### src/rtl/chs_geom_pkg.sv
package chs_geom_pkg;

   typedef enum logic [1:0] {
      ST_IDLE     = 2'd0,
      ST_DIV_SECT = 2'd1,
      ST_DIV_CYL  = 2'd2
   } geom_state_e;

endpackage

### src/rtl/geom_divider.sv
module geom_divider #(
   parameter int W = 32
) (
   input  logic         clk_i,
   input  logic         rst_ni,
   input  logic         go_i,
   input  logic [W-1:0] dividend_i,
   input  logic [W-1:0] divisor_i,
   output logic [W-1:0] quot_o,
   output logic         done_o
);
   localparam int CW = $clog2(W + 1);

   logic [W-1:0]  rem_q;
   logic [W-1:0]  quo_q;
   logic [CW-1:0] cnt_q;
   logic          run_q;
   logic [W:0]    shifted;
   logic          fits;
   logic [W:0]    diff;
   logic [W-1:0]  rem_d;

   // one restoring step: bring in the next dividend bit, subtract if it fits
   assign shifted = {rem_q, quo_q[W-1]};
   assign fits    = (shifted >= {1'b0, divisor_i});
   assign diff    = shifted - {1'b0, divisor_i};
   assign rem_d   = fits ? diff[W-1:0] : shifted[W-1:0];

   always_ff @(posedge clk_i or negedge rst_ni) begin
      if (!rst_ni) begin
         rem_q  <= '0;
         quo_q  <= '0;
         cnt_q  <= '0;
         run_q  <= 1'b0;
         done_o <= 1'b0;
      end else begin
         done_o <= 1'b0;
         if (go_i) begin
            rem_q <= '0;
            quo_q <= dividend_i;
            cnt_q <= CW'(W);
            run_q <= 1'b1;
         end else if (run_q) begin
            rem_q <= rem_d;
            quo_q <= {quo_q[W-2:0], fits};
            cnt_q <= cnt_q - 1'b1;
            if (cnt_q == CW'(1)) begin
               run_q  <= 1'b0;
               done_o <= 1'b1;
            end
         end
      end
   end

   assign quot_o = quo_q;

endmodule

### src/rtl/geom_limits.sv
module geom_limits #(
   parameter int CNT_W    = 32,
   parameter int HEAD_W   = 8,
   parameter int SECT_W   = 8,
   parameter int MAX_CYL  = 16383,
   parameter int MAX_HEAD = 16,
   parameter int MAX_SECT = 63
) (
   input  logic [CNT_W-1:0]  count_i,
   input  logic [CNT_W-1:0]  quot_i,
   output logic              is_zero_o,
   output logic              is_sat_o,
   output logic [SECT_W-1:0] sect_o,
   output logic [HEAD_W-1:0] heads_o
);
   localparam longint unsigned THRESH_L =
      longint'(MAX_CYL) * longint'(MAX_HEAD) * longint'(MAX_SECT);

   assign is_zero_o = (count_i == '0);

   generate
      if ((THRESH_L >> CNT_W) != 0) begin : g_no_sat
         // limit exceeds the count range: saturation can never occur
         assign is_sat_o = 1'b0;
      end else begin : g_sat
         assign is_sat_o = (64'(count_i) >= THRESH_L);
      end
   endgenerate

   assign sect_o  = (count_i >= CNT_W'(MAX_SECT)) ? SECT_W'(MAX_SECT) : SECT_W'(count_i);
   assign heads_o = (quot_i  >= CNT_W'(MAX_HEAD)) ? HEAD_W'(MAX_HEAD) : HEAD_W'(quot_i);

endmodule

### src/rtl/chs_geom_calc.sv
module chs_geom_calc
   import chs_geom_pkg::*;
#(
   parameter int CNT_W    = 32,
   parameter int CYL_W    = 16,
   parameter int HEAD_W   = 8,
   parameter int SECT_W   = 8,
   parameter int MAX_CYL  = 16383,
   parameter int MAX_HEAD = 16,
   parameter int MAX_SECT = 63
) (
   input  logic              clk_i,
   input  logic              rst_ni,
   input  logic              start_i,
   input  logic [CNT_W-1:0]  count_i,
   output logic              done_o,
   output logic [CYL_W-1:0]  cyl_o,
   output logic [HEAD_W-1:0] heads_o,
   output logic [SECT_W-1:0] sect_o
);
   generate
      if (MAX_CYL >= (1 << CYL_W)) begin : g_err_cyl
         $error("MAX_CYL does not fit in CYL_W");
      end
      if (MAX_HEAD >= (1 << HEAD_W)) begin : g_err_head
         $error("MAX_HEAD does not fit in HEAD_W");
      end
      if (MAX_SECT >= (1 << SECT_W)) begin : g_err_sect
         $error("MAX_SECT does not fit in SECT_W");
      end
      if (HEAD_W + SECT_W > CNT_W || CNT_W > 63) begin : g_err_cnt
         $error("CNT_W out of range");
      end
   endgenerate

   geom_state_e       state_q;
   logic              busy;
   logic [CNT_W-1:0]  cnt_q;
   logic [CNT_W-1:0]  den_q;
   logic              div_go_q;
   logic              div_done;
   logic [CNT_W-1:0]  quo;
   logic [SECT_W-1:0] sect_q;
   logic [HEAD_W-1:0] heads_q;
   logic              is_zero;
   logic              is_sat;
   logic [SECT_W-1:0] sect_clamp;
   logic [HEAD_W-1:0] heads_clamp;

   assign busy = (state_q != ST_IDLE);

   geom_limits #(
      .CNT_W(CNT_W), .HEAD_W(HEAD_W), .SECT_W(SECT_W),
      .MAX_CYL(MAX_CYL), .MAX_HEAD(MAX_HEAD), .MAX_SECT(MAX_SECT)
   ) u_limits (
      .count_i  (count_i),
      .quot_i   (quo),
      .is_zero_o(is_zero),
      .is_sat_o (is_sat),
      .sect_o   (sect_clamp),
      .heads_o  (heads_clamp)
   );

   geom_divider #(.W(CNT_W)) u_div (
      .clk_i     (clk_i),
      .rst_ni    (rst_ni),
      .go_i      (div_go_q),
      .dividend_i(cnt_q),
      .divisor_i (den_q),
      .quot_o    (quo),
      .done_o    (div_done)
   );

   always_ff @(posedge clk_i or negedge rst_ni) begin
      if (!rst_ni) begin
         state_q  <= ST_IDLE;
         cnt_q    <= '0;
         den_q    <= '0;
         div_go_q <= 1'b0;
         sect_q   <= '0;
         heads_q  <= '0;
         done_o   <= 1'b0;
         cyl_o    <= '0;
         heads_o  <= '0;
         sect_o   <= '0;
      end else begin
         div_go_q <= 1'b0;
         done_o   <= 1'b0;
         unique case (state_q)
            ST_IDLE: begin
               if (start_i) begin
                  cnt_q <= count_i;
                  if (is_zero) begin
                     cyl_o   <= '0;
                     heads_o <= '0;
                     sect_o  <= '0;
                     done_o  <= 1'b1;
                  end else if (is_sat) begin
                     cyl_o   <= CYL_W'(MAX_CYL);
                     heads_o <= HEAD_W'(MAX_HEAD);
                     sect_o  <= SECT_W'(MAX_SECT);
                     done_o  <= 1'b1;
                  end else begin
                     sect_q   <= sect_clamp;
                     den_q    <= CNT_W'(sect_clamp);
                     div_go_q <= 1'b1;
                     state_q  <= ST_DIV_SECT;
                  end
               end
            end
            ST_DIV_SECT: begin
               if (div_done) begin
                  heads_q  <= heads_clamp;
                  den_q    <= CNT_W'(heads_clamp) * CNT_W'(sect_q);
                  div_go_q <= 1'b1;
                  state_q  <= ST_DIV_CYL;
               end
            end
            ST_DIV_CYL: begin
               if (div_done) begin
                  cyl_o   <= CYL_W'(quo);
                  heads_o <= heads_q;
                  sect_o  <= sect_q;
                  done_o  <= 1'b1;
                  state_q <= ST_IDLE;
               end
            end
            default: state_q <= ST_IDLE;
         endcase
      end
   end

endmodule

### config.mk
export PLATFORM = sky130hd
export DESIGN_NAME = chs_geom_calc
export DESIGN_NICKNAME = d
export VERILOG_FILES = /design/src/rtl/chs_geom_pkg.sv /design/src/rtl/geom_divider.sv /design/src/rtl/geom_limits.sv /design/src/rtl/chs_geom_calc.sv
export SDC_FILE = /design/constraint.sdc
export NUM_CORES = 1
export LEC_CHECK = 0
export BUFFER_PORTS_ARGS = -buffer_cell sky130_fd_sc_hd__buf_2
export CORE_UTILIZATION = 55
export DETAILED_ROUTE_END_ITERATION = 12
export HOLD_SLACK_MARGIN = 0.02
export PLACE_DENSITY_LB_ADDON = 0.25
export SYNTH_ARGS = -nofsm -noshare
export SYNTH_HDL_FRONTEND = slang
export SYNTH_SLANG_ARGS = --single-unit
### constraint.sdc
create_clock -name clk_i -period 11.9 [get_ports clk_i]
set_input_delay 2.975 -clock clk_i [delete_from_list [all_inputs] [get_ports clk_i]]
set_output_delay 2.975 -clock clk_i [all_outputs]
set_load 0.01 [all_outputs]
# After elaboration in Yosys (flattened, before gate mapping)
# Cells that the tools add are included.
# op_classes
eq_ne,9
magnitude_cmp,4
bitwise,2
multipliers,1
n_mux,50
n_addsub,2
n_reduce_logical,11
# ops
op,n
$mux 32,9
$mux 8,10
$mux 16,4
$pmux 32 s2,1
$ge 33x32->1,1
$ge 32x24->1 const B,1
$ge 32x5->1 const B,1
$ge 32x6->1 const B,1
$logic_not 32->1,1
$pmux 16 s2,1
$pmux 8 s2,2
$sub 32x32->32,1
$mul 8x8->16,1
$mux 1,13
$mux 6,2
$mux 2,5
$reduce_and 5->1,2
$reduce_and 4->1,2
$eq 6x1->1 const B,1
$ne 2x2->1 const B,3
$pmux 2 s3,1
$reduce_bool 2->1,3
$sub 6x1->6 const B,1
$ne 2x1->1 const B,2
other kinds (7),10
# totals
ff_bits,188
input_bits,35
word_cells,94
out_inout_bits,33

# Longest topological paths before layout
# Gate-level depths: netlist of run 1.
# logic_depth
ltp_word,6
depth_mapped,20
ltp_nobuf,20

# Cells and area by module
# From an unflattened synthesis of run 1, not the netlist that was laid out.
# hier_totals
cells_unflattened,1289
area_unflattened_um2,11787.6
# by_module_without_submodules
mod,cells_each,area_each_um2,n_inst
chs_geom_calc,598,6039.5,1
geom_divider,634,5368.9,1
geom_limits,57,379.1,1

# Worst setup path after synthesis of run 1
# Ideal clock, no wire load.
# synth_timing
kind,register -> register
start,"register u_div.quo_q[14], in the netlist u_div.quot_o[14]"
end,register den_q[14]
stages_incl_launch_ff,19
required_ps,11775
arrival_time_ps,5022
slack_ps,6753
setup_time_ps,125
cell_sequence,dfrtp_1 > nor4_1 > nand4_1 > nor2_1 > clkbuf_1 > and3_1 > fa_1 > fa_1 > fa_1 > inv_1 > fa_1 > inv_1 > ha_1 > or2_2 > o31a_1 > and3_1 > nor4_1 > or4_1 > nand3_1
# synth_between
elab_chain_cells,5
# synth_rtl
item,line,text
start: declaration,geom_divider.sv:15,logic [W-1:0] quo_q;
start signal: assignment,geom_divider.sv:40,quo_q <= dividend_i;
start signal: assignment,geom_divider.sv:45,"quo_q <= {quo_q[W-2:0], fits};"
$ge 32x5->1,geom_limits.sv:31,assign heads_o = (quot_i >= CNT_W'(MAX_HEAD)) ? HEAD_W'(MAX_HEAD) : HEAD_W'(quot_i);
$mux 8,geom_limits.sv:31,
$mul 8x8->16,chs_geom_calc.sv:114,den_q <= CNT_W'(heads_clamp) * CNT_W'(sect_q);
$mux 32,chs_geom_calc.sv:112,if (div_done) begin
$pmux 32 s2,chs_geom_calc.sv:89,unique case (state_q)
end signal: assignment,chs_geom_calc.sv:105,den_q <= CNT_W'(sect_clamp);
end signal: assignment,chs_geom_calc.sv:114,
end: declaration,chs_geom_calc.sv:39,logic [CNT_W-1:0] den_q;
# No other way between the ends. The select of a mux whose other input is x is not followed.
# A chain may end at the register's enable or synchronous reset.

# Worst setup path in the final report of run 1
# Ends and elaborated chain as after synthesis.

==> impl_results.md, run 1 <==
* Critical path endpoint category: flip-flop
* Net count, final at about 1300
* Post-Syn Instances at 1128
* Top post-synthesis cells by area: dfrtp_1 40%, fa_1 6.9%, ha_1 6.3%
* Via density at 5.865
* Setup TNS Final at 0 ns
* Vias in the first global route at approximately 8400
* Cts repair resizes at 0
* N_diodes at 0
* Final slew viol count at 0
* Chip width at 141.8 microns
* Max-Slew Margin vs Limit at 0.2408
* Max-Cap Viols at 0
* Area leader, netlist: dfrtp_1
* Area grow syn2layout at 11.16%
* Longest Clk Path Bufs at 2
* Die ar. at 20110 sq um
* First-pass GRT wire length at 42140 microns
* Worst clock skew at between 0.015 and 0.02 ns
* # rows at 50
* Overall routed net length at 24850 microns
* Cell count after placement at 1424
* Clock Root Buffer: clkbuf_16
* Min-delay worst type: flip-flop to flip-flop
* Post-synth EDFFs at 0
* Starting density of the core at 0.5671
* Outcome: finished, final reports clean
* Share of post-route cells with drive strength above 1 at 0.1421
* Setup CP Type: flip-flop to flip-flop
* Mapped Area at between 10000 and 15000 sq um
* H-tree levels at 4
* RSZ-0062 raised after global routing: no
* Top post-synthesis cells by count: 172 x dfrtp_1, 105 x o21ai_0, 95 x nand2_1
* Most used DFF post-synth: dfrtp_1
* I/O Buffers at 67
* Power density of the placed cells at 164.5 nW/um^2
* Yosys reg bits at roughly 170
* Synth cell types at roughly 70
* Period minus WS final at 5.520 ns
* Initial antenna violation count at 0
* Syn Area/Cell at 9.530 sq um
* CTS tree: yes
* Peak supply drop at around 120 uV
* Final hold slack at 0.4889 ns
* Core Footprint at roughly 19000 sq um
* Leading cell type by number of instances after synthesis: dfrtp_1
* Crit Path Max Fanout at 37
* Asr flop ratio synth at 1.000
* Fin crit share at 0.4638
* Required @ worst endpoint at 12.21 ns
* Num CTS Buffers at 17
* Final HPWL DP at 17230 microns
* RePlAce Congestion at between 0.8 and 0.9
* Post-synthesis sequential area ratio at 0.4004
* Final Hold Fails at 0
* CP Launch Type: flip-flop
* Fmax at around 180 MHz
* Post-route ant nets at 0
* DR pass1 iterations at 5
* Critical Path AT at between 5 and 6 ns
* CTS sink cnt at approximately 170
* Layout Cells excl Fill at 1456
* DRT iter0 DRCs at 556
* YS warnings at 0
* CTS Hold Buffers Added at 0
* DRC viols at 0
* Post-CTS setup repair buffer count at 0
* CTS clock-pin slew for the worst setup and hold paths at about 0.08 ns
* Ports at between 60 and 70
* DR WL/cell at about 17 microns
* # setup viols final at 0
* Leakage power at about 0.0057 uW
* Later-pin clock latency in the skew report at approximately 0.44 ns
* Worst slew pin tran at roughly 1.1 ns
* Post-synth top area share at 0.4004
* Largest net degree at the start of global routing at 89
* Total routing usage reported by global routing at 0.2655
* Vias at 8540
* Die Y at 141.8 microns
* GRT overflow at 0
==> sequential cells by signal, indices dropped and copies added, names as in the netlist, 2 cells and up <==
name	cells
u_div.cnt_q	6
state_q	2
den_q	16
sect_o	8
sect_q	8
heads_q	8
u_div.rem_q	32
heads_o	8
cyl_o	16
cnt_q	32
u_div.quot_o	32
==> logic make-up after synthesis <==
logic type / share of synthesized area
flops: 0.4004
xor+xnor: 0.01548
buf+inv: 0.05424
compound gates: 0.1497
other cells: 0.0006986
mux: 0.06657
simple gates: 0.1812
fa+ha+maj: 0.1318
==> power breakdown <==
group	internal, uW	total [uW]	switching, uW
clock	309	591	283
sequential	664	736	71.9
combinational	286	639	353
total	1260	1970	708
==> per-layer routing <==
layer	share of wire	GRT usage	up-vias
met3	0.043	0.03847	44
met2	0.48	0.4306	220
met4	0.025	0.08998	0
met1	0.46	0.3666	4177
li1	-	-	4099
met5	0	0	-
==> layout make-up <==
type,instances,area [sq um]
Clock inverter,15,210.2
Fill cell,1549,7005
Clock buffer,17,425.4
Inverter,85,319.1
Multi-Input combinational cell,831,5952
Tap cell,260,325.3
Sequential cell,172,4309
Timing Repair Buffer,76,409.1
==> path summary, 6_finish.rpt <==
check | start | endpoint | slack (ns) | cells after the start
worst max register to register | u_div.quot_o[14]$_DFFE_PN0P_ | den_q[14]$_DFFE_PN0P_ | 6.38 | 19
min in group asynchronous | rst_ni | sect_q[6]$_DFFE_PN0P_ | 2.58 | 1
worst min-delay path | cnt_q[24]$_DFFE_PN0P_ | u_div.quot_o[24]$_DFFE_PN0P_ | 0.49 | 2
max in group asynchronous | rst_ni | u_div.run_q$_DFF_PN0_ | 7.53 | 2
worst min register to register | cnt_q[24]$_DFFE_PN0P_ | u_div.quot_o[24]$_DFFE_PN0P_ | 0.49 | 2
worst max-delay path | u_div.quot_o[14]$_DFFE_PN0P_ | den_q[14]$_DFFE_PN0P_ | 6.38 | 19
==> cells in the final DEF, fill, tap and decap left out, drive strengths merged, types with 3 or more instances in the layout <==
master / instances
and2: 10
clkbuf: 17
a21oi: 42
nor4: 26
nand3: 39
o31a: 3
inv: 93
o21bai: 5
ha: 54
xor2: 10
o21ai: 105
fa: 37
nor3: 15
mux2i: 31
o211ai: 12
a31oi: 5
nand4: 11
xnor2: 9
a311oi: 23
nand2b: 14
nor2: 81
a21o: 4
mux2: 36
o21a: 7
nor2b: 16
or3: 16
a211oi: 10
buf: 76
or4: 13
o31ai: 13
clkinv: 6
and3: 31
dfrtp: 172
nand2: 95
conb: 24
or2: 5
==> through the flow <==
step,total power [uW],worst slack [ns],utilization,area [sq um]
floorplan,1233,6.753,-,10830
CTS,1968,6.376,0.6304,11950
global route,2086,5.926,0.6304,11950
finish,1966,6.380,0.6304,11950
global placement,1360,6.539,0.5969,11310
detailed placement,1375,6.400,0.5969,11310
==> worst max-delay path, stage by stage, from the launching register on <==
cell and delay [ns]:
dfrtp_1 0.42, nor4_1 0.36, nand4_1 0.18, nor2_1 0.14, buf_4 0.30, and2_1 0.26, nand2_1 0.10, fa_1 0.52
fa_1 0.55, inv_1 0.05, fa_1 0.53, inv_1 0.06, fa_1 0.53, inv_1 0.04, ha_1 0.34, o31a_1 0.27
and3_1 0.18, nor4_1 0.33, or4_1 0.16, nand3_1 0.07
(Power assumes the default switching activity.)
==> inputs of run 2 (changes only) <==
==> constraint.sdc (replaced) <==
create_clock -name clk_i -period 4.9 [get_ports clk_i]
set_input_delay 1.225 -clock clk_i [delete_from_list [all_inputs] [get_ports clk_i]]
set_output_delay 1.225 -clock clk_i [all_outputs]
set_load 0.01 [all_outputs]
==> impl_results.md, run 2 (synthesis gave the netlist of run 1 again) <==
* Clock Root Buffer: clkbuf_16
* Delay-heaviest family, CP: adder cells
* RePlAce Congestion at 0.8567 (-4.4%)
* Reg-to-reg startpoint: u_div.quot_o[30]$_DFFE_PN0P_
* Fmax at 200.1 MHz (+10%)
* DR WL/cell at 16.91 microns (-0.93%)
* GRT overflow at 0 (unchanged)
* Max-Slew Margin vs Limit at 0.4706 (+0.2299)
* Vias in the first global route at 8681 (+3.5%)
* Max-Cap Viols at 0 (unchanged)
* # setup viols final at 2 (+2)
* Num CTS Buffers at 17 (unchanged)
* Final setup margin at -0.09797 ns (-6.478 ns)
* Most frequent CP cell: fa_1
* CP Capture Point: den_q[14]$_DFFE_PN0P_
* DR pass1 iterations at 4 (-1)
* CP Launch Type: flip-flop
* CTS clock-pin slew for the worst setup and hold paths at 0.07 ns (about the same)
* Failing checks: setup timing
* Overall routed net length at 25730 microns (+3.6%)
* Slowest cell on the critical path: fa_1
* Die Y at 141.8 microns (unchanged)
* Critical path endpoint category: flip-flop
* Leakage power at 0.006023 uW (+5.7%)
* Worst clock skew at 0.02473 ns (+0.008539 ns)
* CTS Hold Buffers Added at 0 (unchanged)
* R2R depth at 18 (-1)
* # rows at 50 (unchanged)
* WP buf/inv at 4 (unchanged)
* Hold_sp: cnt_q[0]$_DFFE_PN0P_
* Share of post-route cells with drive strength above 1 at 0.2219 (+0.07973)
* Initial antenna violation count at 0 (unchanged)
* Period minus WS final at 4.998 ns (-0.5216 ns)
* Vias at 8775 (+2.8%)
* Filler cell count at 1490 (-3.8%)
* Core Footprint at 18960 sq um (unchanged)
* Crit Path Max Fanout at 5 (-86%)
* Final slew viol count at 0 (unchanged)
* RSZ-0062 raised after global routing: yes
* Fin crit share at 1.020 (+0.5562)
* Slowest stage delay, CP at 0.54 ns (about the same)
* Critical path depth at 18 (-1)
* Setup CP Type: flip-flop to flip-flop
* DRC viols at 0 (unchanged)
* Worst reg2reg setup slack at -0.1 ns (-6.48 ns)
* Peak supply drop at 342.6 uV (+190%)
* Later-pin clock latency in the skew report at 0.45 ns (about the same)
* Largest net degree at the start of global routing at 87 (-2.2%)
* H-tree levels at 4 (unchanged)
* Layout Cells excl Fill at 1522 (+4.5%)
* Min-delay worst type: flip-flop to flip-flop
* Chip width at 141.8 microns (unchanged)
* Required @ worst endpoint at 5.28 ns (-6.93 ns)
* I/O Buffers at 67 (unchanged)
* Most frequent cells in the layout: 170 x dfrtp_1, 102 x o21ai_0, 94 x nand2_1
* N_diodes at 0 (unchanged)
* Most common cell after layout, fill and taps aside: dfrtp_1
* Outcome: finished, violations left
* Crit. Startpoint: u_div.quot_o[30]$_DFFE_PN0P_
* Critical Path AT at 5.37 ns (-0.46 ns)
* First-pass GRT wire length at 42950 microns (+1.9%)
* CTS sink cnt at 172 (unchanged)
* Area grow syn2layout at 18.19%
* Starting density of the core at 0.5671 (unchanged)
* Post-route ant nets at 0 (unchanged)
* Final HPWL DP at 17790 microns (+3.2%)
* Ports at 68 (unchanged)
* Via density at 5.765 (-1.7%)
* Total routing usage reported by global routing at 0.2718 (+0.006240)
* Die ar. at 20110 sq um (unchanged)
* DRT iter0 DRCs at 514 (-7.6%)
* Net count, final at 1375 (+5.0%)
* Cell count after placement at 1476 (+3.7%)
* Worst slew pin tran at 0.7941 ns (-0.3448 ns)
* Setup WS pre-CTS at -0.3869 ns (-6.787 ns)
* Final Hold Fails at 0 (unchanged)
* Worst-path cell chain: nor4_2 > nand4_1 > nor2_4 > buf_12 > buf_8 > and3_4 > fa_1 > fa_1 > fa_1 > inv_2 > fa_1 > inv_2 > ha_4 > and3_4 > and3_4 > nor4_2 > or4_1 > nand3_2
* Longest Clk Path Bufs at 2 (unchanged)
* Critical R2R Capture: den_q[14]$_DFFE_PN0P_
* CTS tree: yes
* Power density of the placed cells at 378.4 nW/um^2 (+130%)
## run 2: layer usage
metal	part of all wire	GRT usage	wire length, microns	vias to the layer above
met5	0	0	0	-
met3	0.037	0.04016	964	38
met4	0.021	0.1036	540	0
met2	0.49	0.4561	12710	209
li1	-	-	-	4222
met1	0.45	0.3572	11520	4306
## run 2: worst min-delay path by stage
| stage | to | slack [ns] | depth (start not counted) |
|---|---|---|---|
| finish | u_div.quot_o[0]$_DFFE_PN0P_ | 0.48 | 1 |
| global route | u_div.quot_o[0]$_DFFE_PN0P_ | 0.51 | 1 |
| CTS | u_div.quot_o[0]$_DFFE_PN0P_ | 0.48 | 1 |
| detailed placement | heads_q[7]$_DFFE_PN0P_ | 0.47 | 1 |
| global placement | u_div.quot_o[9]$_DFFE_PN0P_ | 0.46 | 2 |
| floorplan | heads_q[3]$_DFFE_PN0P_ | 0.44 | 2 |
## run 2: layout make-up
type | count | area, sq um | share of cell area
clock buffers | 17 | 425.4 | 0.03348
clock inverters | 15 | 182.7 | 0.01438
inverters | 85 | 319.1 | 0.02511
multi-input cells | 832 | 6178 | 0.4863
flip-flops and latches | 172 | 4309 | 0.3391
well taps | 260 | 325.3 | 0.02560
repair buffers | 141 | 965.9 | 0.07602
## run 2: what timing repair did
action | in CTS | in global routing
setup buffers | 7 | 6
gates cloned | 2 | 0
setup endpoints to repair | 7 | 7
gates resized for setup | 37 | 18
pin swaps | 36 | 19
## run 2: where the power goes
part	internal, uW	total [uW]	switching, uW
Combinational	755	1640	886
Sequential	1610	1790	174
Clock	699	1380	683
## run 2: through the flow
step                      utilization  total power [uW]  setup TNS, ns  hold WS (ns)  instance area [sq um]
after floorplan                     -              2995              0        0.4429                  10870
after global placement         0.6189              3341        -0.8055        0.4626                  11730
after detailed placement       0.6189              3379         -1.687        0.4704                  11730
after CTS                      0.6636              4804       -0.02880        0.4848                  12580
after global routing           0.6703              5104         -1.262        0.5063                  12710
final                          0.6703              4808        -0.1063        0.4845                  12710
==> inputs of run 3 (changes only) <==
--- a/config.mk
+++ b/config.mk
@@ -5,11 +5,12 @@
 export SDC_FILE = /design/constraint.sdc
 export NUM_CORES = 1
 export LEC_CHECK = 0
+export ABC_AREA = 1
 export BUFFER_PORTS_ARGS = -buffer_cell sky130_fd_sc_hd__buf_2
 export CORE_UTILIZATION = 55
 export DETAILED_ROUTE_END_ITERATION = 12
 export HOLD_SLACK_MARGIN = 0.02
-export PLACE_DENSITY_LB_ADDON = 0.25
+export PLACE_DENSITY = 0.76
 export SYNTH_ARGS = -nofsm -noshare
 export SYNTH_HDL_FRONTEND = slang
 export SYNTH_SLANG_ARGS = --single-unit
==> impl_results.md, run 3 <==
* Outcome: finished, final reports clean
* Final hold slack at 0.4742 ns (-0.01036 ns)
* Final core area utilization at 0.6442 (-0.02607)
* Synth cell types at 39 (-45%)
* Worst-path cell chain: inv_1 > nand4_1 > nor2_1 > nand2_2 > nor3_2 > buf_6 > buf_8 > buf_4 > nor2_1 > fa_1 > fa_2 > fa_1 > inv_1 > fa_1 > inv_2 > ha_4 > a21oi_4 > o21ai_2 > buf_4 > a21oi_1 > xor2_1 > o21ai_0
* Asr flop ratio synth at 1.000 (unchanged)
* Setup CP Type: flip-flop to flip-flop
* Longest Clk Path Bufs at 2 (unchanged)
* Final Hold Fails at 0 (unchanged)
* CTS Hold Buffers Added at 0 (unchanged)
* Critical path endpoint category: flip-flop
* Leading cell type by number of instances after synthesis: nand2_1
* Worst reg2reg setup slack at 0.17 ns (+0.27 ns)
* Period minus WS final at 4.726 ns (-0.2721 ns)
* Required @ worst endpoint at 5.21 ns (-0.07 ns)
* Post-synthesis sequential area ratio at 0.3763 (-0.02405)
* # rows at 52 (+4.0%)
* Largest net degree at the start of global routing at 93 (+6.9%)
* Later-pin clock latency in the skew report at 0.44 ns (about the same)
* Post-Syn Instances at 1568 (+39%)
* Area leader, netlist: dfrtp_1
* Slowest stage delay, CP at 0.49 ns (-0.05 ns)
* DR pass1 iterations at 5 (+1)
* Yosys reg bits at 172 (unchanged)
* Post-synth EDFFs at 0 (unchanged)
* Most used DFF post-synth: dfrtp_1
* Slowest cell on the critical path: fa_1
* Critical R2R Capture: den_q[9]$_DFFE_PN0P_
* Total routing usage reported by global routing at 0.2640 (-0.007741)
* # setup viols final at 0 (-2)
* Placed Area at 12210 sq um (+4.1%)
* Final HPWL DP at 19300 microns (+8.5%)
* Top post-synthesis cells by area: dfrtp_1 38%, nand2_1 17%, inv_1 8.1%
* Mapped Area at 11440 sq um (+6.4%)
* R2R depth at 22 (+4)
* Crit. Startpoint: u_div.quot_o[30]$_DFFE_PN0P_
* Reg-to-reg startpoint: u_div.quot_o[30]$_DFFE_PN0P_
* Overall routed net length at 26440 microns (+2.7%)
* Num CTS Buffers at 17 (unchanged)
* Leakage power at 0.007059 uW (+17%)
* Worst slew pin tran at 0.8365 ns (+0.04247 ns)
* Final slew viol count at 0 (unchanged)
* Fmax at 211.6 MHz (+5.8%)
* I/O Buffers at 67 (unchanged)
* Design area at 13080 sq um (+2.9%)
* Critical Path AT at 5.03 ns (-0.34 ns)
* DRT iter0 DRCs at 579 (+13%)
* DR WL/cell at 13.56 microns (-20%)
* Max-Cap Viols at 0 (unchanged)
* Share of post-route cells with drive strength above 1 at 0.1262 (-0.09568)
* Filler cell count at 1804 (+21%)
* DRC viols at 0 (unchanged)
* YS warnings at 0 (unchanged)
* RSZ-0062 raised after global routing: yes
* Starting density of the core at 0.5634 (-0.003704)
* H-tree levels at 4 (unchanged)
* Min-delay worst type: flip-flop to flip-flop
* Peak supply drop at 250.6 uV (-27%)
* Post-route ant nets at 0 (unchanged)
* First-pass GRT wire length at 45720 microns (+6.4%)
* Vias in the first global route at 9716 (+12%)
* Max-Slew Margin vs Limit at 0.4417 (-0.02893)
* GRT overflow at 0 (unchanged)
* CTS tree: yes
* Vias at 10038 (+14%)
* Area grow syn2layout at 14.34%
* Fin crit share at 0.9645 (-0.05553)
* CP Capture Point: den_q[9]$_DFFE_PN0P_
* N_diodes at 0 (unchanged)
* Ports at 68 (unchanged)
* Worst clock skew at 0.01374 ns (-0.01099 ns)
* Power density of the placed cells at 375.5 nW/um^2 (-0.77%)
* Chip width at 146.2 microns (+3.1%)
* Initial antenna violation count at 0 (unchanged)
* Syn Area/Cell at 7.294 sq um (-23%)
* Die ar. at 21380 sq um (+6.3%)
* Most frequent cells in the layout: 498 x nand2_1, 236 x inv_1, 172 x dfrtp_1
* CTS sink cnt at 172 (unchanged)
* Core Footprint at 20300 sq um (+7.1%)
* Most common cell after layout, fill and taps aside: nand2_1
* Top post-synthesis cells by count: 509 x nand2_1, 246 x inv_1, 172 x dfrtp_1
* Post-synth top area share at 0.3763 (-0.02405)
* CP Launch Type: flip-flop
* Most frequent CP cell: fa_1
* Die Y at 146.2 microns (+3.1%)
* Crit Path Max Fanout at 7 (+2)
* CTS clock-pin slew for the worst setup and hold paths at 0.08 ns (about the same)
* Net count, final at 1793 (+30%)
* Via density at 5.148 (-11%)
* RePlAce Congestion at 0.9355 (+9.2%)
* Clock Root Buffer: clkbuf_16
-- run 3: cell count changes in the layout (fill, tap and decap cells not counted), sizes merged, moves of 25 or more --
cell,delta
nand2,+420
nor4,-25
nand3,+83
mux2,-36
and3,-30
inv,+158
nor2,+34
mux2i,-31
buf,-33
-- run 3: final cells by class --
type                       count  area (sq um)  area share
clock inverter                15         190.2     0.01454
inverter                     248         930.9     0.07118
clock buffer                  17         425.4     0.03253
timing repair buffer         107         660.6     0.05052
multi-input combinational   1121          6228      0.4763
sequential                   172          4304      0.3291
tap                          270         337.8     0.02583
-- run 3: worst min path at each step --
stage,depth (start not counted),endpoint,slack [ns],startpoint
2_1_floorplan,2,heads_q[5]$_DFFE_PN0P_,0.44,heads_q[5]$_DFFE_PN0P_
3_3_place_gp,2,heads_q[7]$_DFFE_PN0P_,0.45,heads_q[7]$_DFFE_PN0P_
3_5_place_dp,2,heads_q[7]$_DFFE_PN0P_,0.45,heads_q[7]$_DFFE_PN0P_
4_1_cts,2,heads_q[7]$_DFFE_PN0P_,0.47,heads_q[7]$_DFFE_PN0P_
5_1_grt,2,heads_q[7]$_DFFE_PN0P_,0.51,heads_q[7]$_DFFE_PN0P_
6_report,2,heads_q[7]$_DFFE_PN0P_,0.47,heads_q[7]$_DFFE_PN0P_
-- run 3: through the flow --
step / std cells / setup slack, ns / total power (uW) / TNS (ns)
after floorplan: 1590 / 0.2421 / 3009 / 0
after global placement: 1912 / 0.06792 / 3425 / 0
after detailed placement: 1912 / 0.007367 / 3461 / 0
after CTS: 1944 / 0.00007905 / 4840 / 0
after global routing: 1950 / -0.02700 / 5279 / -0.1009
final: 1950 / 0.1741 / 4910 / 0
-- run 3: layer usage --
layer	GRT usage	vias up	part of all wire
met5	0	-	0
met4	0.08125	0	0.018
met3	0.04406	42	0.036
met2	0.4410	213	0.49
met1	0.3525	4681	0.46
li1	-	5102	-
-- run 3: cells by family after synthesis --
logic type	share of synthesized area
flops	0.3763
buf+inv	0.1033
simple gates	0.2975
fa+ha+maj	0.1238
xor+xnor	0.01072
other cells	0.0006566
compound gates	0.08774
-- run 3: worst max-delay path: cells and delay by family, from the launching register on --
family | cells | cell delay, ns
adders and majority gates | 5 | 2.16
buffers and inverters | 7 | 0.74
and+or+nand+nor | 5 | 0.59
AOI/OAI and AO/OA | 4 | 0.51
DFF | 1 | 0.37
xor gates and xnor gates | 1 | 0.20
-- run 3: what timing repair did --
| action | 4_1_cts | 5_1_grt |
|---|---|---|
| setup buffers | 0 | 7 |
| resized for setup | 2 | 63 |
| pin swaps | 4 | 38 |
| setup endpoints to repair | 3 | 6 |
-- run 3: power by group --
| group | internal [uW] | total [uW] | switching [uW] |
|---|---|---|---|
| registers | 1570 | 1710 | 131 |
| clock network | 695 | 1380 | 682 |
| logic | 670 | 1830 | 1160 |
| total | 2940 | 4910 | 1970 |
